File: src/rtl/sfifo_pkg.sv
`timescale 1ns/1ps
// Shared types for the strobe FIFO.
// Assumes nothing beyond a consumer that imports it.
package sfifo_pkg;

    // Per-cycle transfer events decoded from the strobes
    typedef struct packed {
        logic wr_start;
        logic wr_done;
        logic rd_start;
        logic rd_done;
        logic rewind;
    } sfifo_evt_t;

endpackage

File: src/rtl/sfifo_store.sv
`timescale 1ns/1ps
// Word storage: one write port and one registered read port.
// Assumes the controller never writes and reads the same live location in one cycle.
module sfifo_store #(
    parameter int WIDTH = 9,
    parameter int DEPTH = 256,
    localparam int AW = $clog2(DEPTH)
) (
    input  logic             clk,
    input  logic             we,
    input  logic [AW-1:0]    waddr,
    input  logic [WIDTH-1:0] wdata,
    input  logic             re,
    input  logic [AW-1:0]    raddr,
    output logic [WIDTH-1:0] rdata
);
    logic [WIDTH-1:0] cells [DEPTH];

    // Store a word when a write completes
    always_ff @(posedge clk) begin
        if (we) cells[waddr] <= wdata;
    end

    // Fetch the oldest word when a read starts
    always_ff @(posedge clk) begin
        if (re) rdata <= cells[raddr];
    end
endmodule

File: src/rtl/sfifo_track.sv
`timescale 1ns/1ps
// Strobe decoding, pointers, occupancy, flags and replay control.
// Assumes strobes are synchronous to clk and DEPTH is a power of two.
module sfifo_track
    import sfifo_pkg::*;
#(
    parameter int DEPTH = 256,
    localparam int AW = $clog2(DEPTH),
    localparam int CW = AW + 1
) (
    input  logic          clk,
    input  logic          rst_n,
    input  logic          wr_n,
    input  logic          rd_n,
    input  logic          rt_n,
    output logic          mem_we,
    output logic          mem_re,
    output logic [AW-1:0] wptr,
    output logic [AW-1:0] rptr,
    output logic          rd_busy,
    output logic          empty_n,
    output logic          full_n,
    output logic          half_n,
    output logic          proto_err
);
    localparam logic [CW-1:0] FULL_CNT = CW'(DEPTH);
    localparam logic [CW-1:0] HALF_CNT = CW'(DEPTH / 2);

    logic          wr_arm, rd_arm, rt_q, rt_spoil, viol;
    logic [CW-1:0] occ, held;
    sfifo_evt_t    evt;

    // Flags from held locations: unread words plus claimed transfer slots
    always_comb begin
        held    = occ + CW'(wr_arm) + CW'(rd_arm);
        empty_n = (occ != '0);
        full_n  = (held < FULL_CNT);
        half_n  = !(held > HALF_CNT);
    end

    // Decode strobe levels into transfer events
    always_comb begin
        viol         = !wr_n || !rd_n || wr_arm || rd_arm;
        evt.wr_start = !wr_arm && !wr_n && full_n;
        evt.wr_done  = wr_arm && wr_n;
        evt.rd_start = !rd_arm && !rd_n && empty_n;
        evt.rd_done  = rd_arm && rd_n;
        evt.rewind   = !rt_q && rt_n && !rt_spoil && !viol;
    end

    // Transfer state, pointers and word count
    always_ff @(posedge clk) begin
        if (!rst_n) begin
            wr_arm <= 1'b0;
            rd_arm <= 1'b0;
            wptr   <= '0;
            rptr   <= '0;
            occ    <= '0;
        end else begin
            if (evt.wr_done)       wr_arm <= 1'b0;
            else if (evt.wr_start) wr_arm <= 1'b1;
            if (evt.rd_done)       rd_arm <= 1'b0;
            else if (evt.rd_start) rd_arm <= 1'b1;
            if (evt.wr_done) wptr <= wptr + AW'(1);
            if (evt.rewind) begin
                rptr <= '0;
                occ  <= {1'b0, wptr};
            end else begin
                if (evt.rd_start) rptr <= rptr + AW'(1);
                occ <= occ + CW'(evt.wr_done) - CW'(evt.rd_start);
            end
        end
    end

    // Replay pulse tracking and sticky protocol error
    always_ff @(posedge clk) begin
        if (!rst_n) begin
            rt_q      <= 1'b1;
            rt_spoil  <= 1'b0;
            proto_err <= 1'b0;
        end else begin
            rt_q      <= rt_n;
            rt_spoil  <= rt_n ? 1'b0 : (rt_spoil || viol);
            proto_err <= proto_err || (!rt_n && viol);
        end
    end

    assign mem_we  = evt.wr_done;
    assign mem_re  = evt.rd_start;
    assign rd_busy = rd_arm;


    wr_inhibit_chk: assert property (@(posedge clk) disable iff (!rst_n)
        $rose(wr_arm) |-> $past(full_n));

    rd_inhibit_chk: assert property (@(posedge clk) disable iff (!rst_n)
        $rose(rd_arm) |-> $past(empty_n));

    rd_hold_chk: assert property (@(posedge clk) disable iff (!rst_n)
        rd_arm |-> !$past(rd_n));

    occ_bound_chk: assert property (@(posedge clk) disable iff (!rst_n)
        occ <= FULL_CNT);

    half_fall_chk: assert property (@(posedge clk) disable iff (!rst_n)
        $fell(half_n) |-> ($rose(wr_arm) || $past(evt.rewind)));

    half_rise_chk: assert property (@(posedge clk) disable iff (!rst_n)
        $rose(half_n) |-> ($fell(rd_arm) || $past(evt.rewind)));

    rewind_keep_wr_chk: assert property (@(posedge clk) disable iff (!rst_n)
        (!rt_n && wr_n && !wr_arm) |=> $stable(wptr));

    err_sticky_chk: assert property (@(posedge clk) disable iff (!rst_n)
        proto_err |=> proto_err);
endmodule

File: src/rtl/strobe_fifo.sv
`timescale 1ns/1ps
// Strobe-controlled FIFO with read replay: joins control and storage.
// Assumes synchronous strobes; replay valid only before the depth wraps.
module strobe_fifo #(
    parameter int WIDTH = 9,
    parameter int DEPTH = 256
) (
    input  logic             clk,
    input  logic             rst_n,
    input  logic             wr_n,
    input  logic             rd_n,
    input  logic             rt_n,
    input  logic [WIDTH-1:0] din,
    output logic [WIDTH-1:0] dout,
    output logic             dout_en,
    output logic             empty_n,
    output logic             full_n,
    output logic             half_n,
    output logic             proto_err
);
    localparam int AW = $clog2(DEPTH);

    logic             mem_we, mem_re, rd_busy;
    logic [AW-1:0]    wptr, rptr;
    logic [WIDTH-1:0] rdata;

    sfifo_track #(.DEPTH(DEPTH)) u_track (
        .clk(clk), .rst_n(rst_n), .wr_n(wr_n), .rd_n(rd_n), .rt_n(rt_n),
        .mem_we(mem_we), .mem_re(mem_re), .wptr(wptr), .rptr(rptr),
        .rd_busy(rd_busy), .empty_n(empty_n), .full_n(full_n),
        .half_n(half_n), .proto_err(proto_err)
    );

    sfifo_store #(.WIDTH(WIDTH), .DEPTH(DEPTH)) u_store (
        .clk(clk), .we(mem_we), .waddr(wptr), .wdata(din),
        .re(mem_re), .raddr(rptr), .rdata(rdata)
    );

    // Drive data only while a read is in progress
    always_comb begin
        dout_en = rd_busy;
        dout    = rd_busy ? rdata : '0;
    end
endmodule

File: config.mk
export PLATFORM = sky130hd
export DESIGN_NAME = strobe_fifo
export DESIGN_NICKNAME = d
export VERILOG_FILES = /design/src/rtl/sfifo_pkg.sv /design/src/rtl/sfifo_store.sv /design/src/rtl/sfifo_track.sv /design/src/rtl/strobe_fifo.sv
export SDC_FILE = /design/constraint.sdc
export NUM_CORES = 2
export LEC_CHECK = 0
export ABC_AREA = 1
export BUFFER_PORTS_ARGS = -buffer_cell sky130_fd_sc_hd__buf_4
export CAP_MARGIN = 20
export CORE_ASPECT_RATIO = 0.9
export CORE_MARGIN = 2
export CORE_UTILIZATION = 39
export CTS_BUF_LIST = sky130_fd_sc_hd__clkbuf_4 sky130_fd_sc_hd__clkbuf_8
export DETAILED_ROUTE_END_ITERATION = 12
export GPL_TIMING_DRIVEN = 0
export SLEW_MARGIN = 30
export SYNTH_ARGS = -nofsm -noshare
export SYNTH_HDL_FRONTEND = slang
export SYNTH_SLANG_ARGS = --single-unit
File: constraint.sdc
create_clock -name clk -period 4.7 [get_ports clk]
set_input_delay 0.235 -clock clk [delete_from_list [all_inputs] [get_ports clk]]
set_output_delay 0.235 -clock clk [all_outputs]
set_load 0.02 [all_outputs]
==> qor.yml <==
routing:
  avgRoutedWirePerCell_um: 37.0
  antenna_left: 0
  routed_via_density: 5.95
  first_pass_iters: 7
  via_count: 78469
  drc: 0
  wl_um: 487000
  dr.first_iter.drc_count: 16053
critical_path:
  critical_path.max_stage_delay_ns: 0.82
  endpoint_kind: "flop"
  cpMostUsedCell: "nand2_1"
  cp_top_family: "simple AND/OR/NAND/NOR gates"
  crit_chain: "buf_2 > nand2_1 > inv_1 > buf_2 > buf_1 > nand2_1 > nand2_1 > nor2_1 > nand2_1 > nand3_1 > nand3_1 > nand3_1 > nand2_1"
  start_kind: "flop"
  worst-setup-path-type: "reg -> reg"
  worst-path-max-fanout: 10
  required_ns: 5.66
  cp_num_buf_inv: 4
  arrival_ns: 5.37
  slowest_stage: "buf_1"
sta:
  fin_skew_ns: 0.0866
  slew_viol_final: 0
  min_period_over_period: 0.938
  finalHoldViolCount: 0
  fin_tns_setup_ns: 0
  rsz0062_at_grt: "false"
  finalCriticalPeriod_ns: 4.41
  setup_viol: 0
  fmax_ghz: 0.227
  worstMarginPinSlew_ns: 1.21
  slew_headroom: 0.195
finish:
  final_cells: 13179
  fillers: 23120
  seq_area_um2: 70100
  drive_gt1_frac: 0.143
  syn2layout_area_growth_pct: 15.8
  finalNetCount: 9549
  multi_input_area_um2: 24300
synth:
  synth_ff_type: "edfxtp_1"
  ys.warnings.count: 0
  ys_ff_latch: 2343
  synth_cells: 8932
  netlist.top_cell.by_area: "edfxtp_1"
  ys_types: 35
  async_flop_share: 0
  synthesis.nets: 8972
  postSynthAreaPerCell_um2: 11.0
  synthTopCellsByArea: "edfxtp_1 71%, nand2_1 8.7%, nor2_1 5.7%"
  synth_top_area_frac: 0.708
  syn_area_um2: 98200
  synth_edf_count: 2313
  yosysSeqAreaShare: 0.714
clock_network:
  clk_latency_ns: 1.09
  clockRootBuffer: "clkbuf_8"
  htree_levels: 5
  numCtsBuffers: 398
  clockBufferDepth: 4
  clk_pin_slew_ns: 0.06
  clkSinkCount: 2343
  cts_tree: "done"
place:
  gp_congestion: 1.07
  placed_cells_incl_taps: 12435
  hpwl_um: 350000
  port-buffer-count: 26
power:
  power_density_nw_per_um2: 458
  p_leak_nw: 42.0
  p_switching_mw: 17.4
  p_int_mw: 34.6
  ir_drop_mv: 0.248
  power_frac_clock: 0.351
  switching_share: 0.334
  combPwrFrac: 0.205
  seq_power_share: 0.444
die:
  fp.dieH_um: 480
  die_x_um: 533
  start_util: 0.392
  rows: 174
  die-area_um2: 256000
  ioPinCount: 28
  core_um2: 250000
global_routing:
  global_route.usage.met2: 0.503
  grt_pass1_wl_um: 633000
  grt_overflow: 0
  grt_pass1_vias: 70421
  met1_usage: 0.495
  gr-max-usage-layer: "met2"
  antenna_found_initial: 52
  grt_max_degree: 103
  grtUsageMet3: 0.130
  groute.usage.overall: 0.372
worst_hold_path:
  hp-class: "in -> reg"
run_status:
  status: "finished clean"
job:
  drv_cap: 0
## what timing repair did
item,4_1_cts,5_1_grt
hold endpoints to repair,1078,0
resized for setup,0,1
hold buffers,17,0
setup endpoints to repair,0,3
buffers inserted,0,1
## state kept, by name, indices dropped and copies added (netlist names)
name	flops
u_store.cells	2304
u_store.rdata	9
u_track.occ	9
u_track.rptr	8
u_track.wptr	8
u_track.proto_err	1
u_track.rd_busy	1
u_track.rt_q	1
u_track.rt_spoil	1
u_track.wr_arm	1
## synth_stat cells, drive strengths merged (11+ instances only)
cell	n
edfxtp	2313
nand2	2265
nor2	1493
o21ai	724
nand3	675
inv	580
buf	321
clkbuf	199
a21oi	132
o211ai	117
dfxtp	30
ha	24
xor2	11
## cell usage in the layout (no fill, tap or decap), types with 4 or more instances in the layout
cell and instances:
a31oi_1 10, buf_2 216, inv_2 4, buf_1 28, o211ai_1 117, clkinv_1 95, clkbuf_2 73, a21oi_1 132
diode_2 30, nor2_4 59, o21ai_0 612, clkbuf_1 128, nand2_1 2265, clkbuf_4 149, dlygate4sd3_1 17, clkbuf_8 411
o21ai_1 112, buf_6 78, nor2_2 196, ha_1 24, edfxtp_1 2313, nor2_1 1238, bufinv_16 4, clkinv_2 29
clkinvlp_4 12, buf_16 35, inv_1 575, nand3_1 675, or2_2 5, buf_4 69, dfxtp_1 30, buf_8 51
nand4_1 6, xor2_1 11
## cell families after synthesis
logic type	Yosys count	share of synthesized area
flops	2343	0.714
xor+xnor	11	0.000981
compound gates	990	0.0538
simple gates	4452	0.179
buf+inv	1110	0.0488
fa+ha+maj	26	0.00347
## worst min-delay path: cells and delay by family
family                 cells  cell delay [ns]
AO/OA/AOI/OAI              1             0.09
buffers and inverters      4             0.72
## metrics by stage
stage	setup slack (ns)	hold slack, ns	util	power [mW]	area [um2]
6_report	0.289	0.0648	0.454	52.0	114000
5_1_grt	0.412	0.0779	0.454	52.7	114000
4_1_cts	0.0310	0.0177	0.454	51.2	114000
3_5_place_dp	0.0582	0.456	0.423	33.5	106000
3_3_place_gp	0.0120	0.454	0.410	33.3	103000
2_1_floorplan	1.37	0.334	-	27.9	98200
## worst paths after layout
check                                    start                      endpoint  slack, ns  depth (start not counted)
setup / recovery  u_track.rptr[2]$_SDFFE_PP0P_    u_store.rdata[7]$_DFFE_PP_       0.29                         13
hold / removal                            rd_n  u_track.rd_busy$_SDFFE_PP0P_       0.06                          5
setup reg to reg  u_track.rptr[2]$_SDFFE_PP0P_    u_store.rdata[7]$_DFFE_PP_       0.29                         13
hold reg to reg   u_track.proto_err$_SDFF_PN0_  u_track.proto_err$_SDFF_PN0_       0.48                          2
## layer usage
metal / share of wire / wire (um) / vias up
met5: 0.00021 / 102 / -
met3: 0.15 / 74700 / 1432
met1: 0.37 / 180000 / 38473
met2: 0.39 / 192000 / 7058
met4: 0.083 / 40400 / 18
li1: - / - / 31488
## layout make-up
class,instances,share of cell area
Antenna cell,30,0.000660
Buffer,520,0.0238
Clock buffer,560,0.0596
Clock inverter,136,0.00658
Inverter,590,0.0195
Multi-Input combinational cell,5479,0.213
Sequential cell,2343,0.616
Tap cell,3344,0.0368
Timing Repair Buffer,177,0.0234
## power groups by stage
stage          registers [mW]  clock network, mW  logic, mW
6_report                 23.1               18.3       10.7
5_1_grt                  23.1               19.0       10.7
4_1_cts                  23.1               18.1       9.97
3_5_place_dp             23.5                  0       9.93
3_3_place_gp             23.6                  0       9.76
2_1_floorplan            23.5                  0       4.40
No activity file was read; power rests on OpenSTA's default activity.
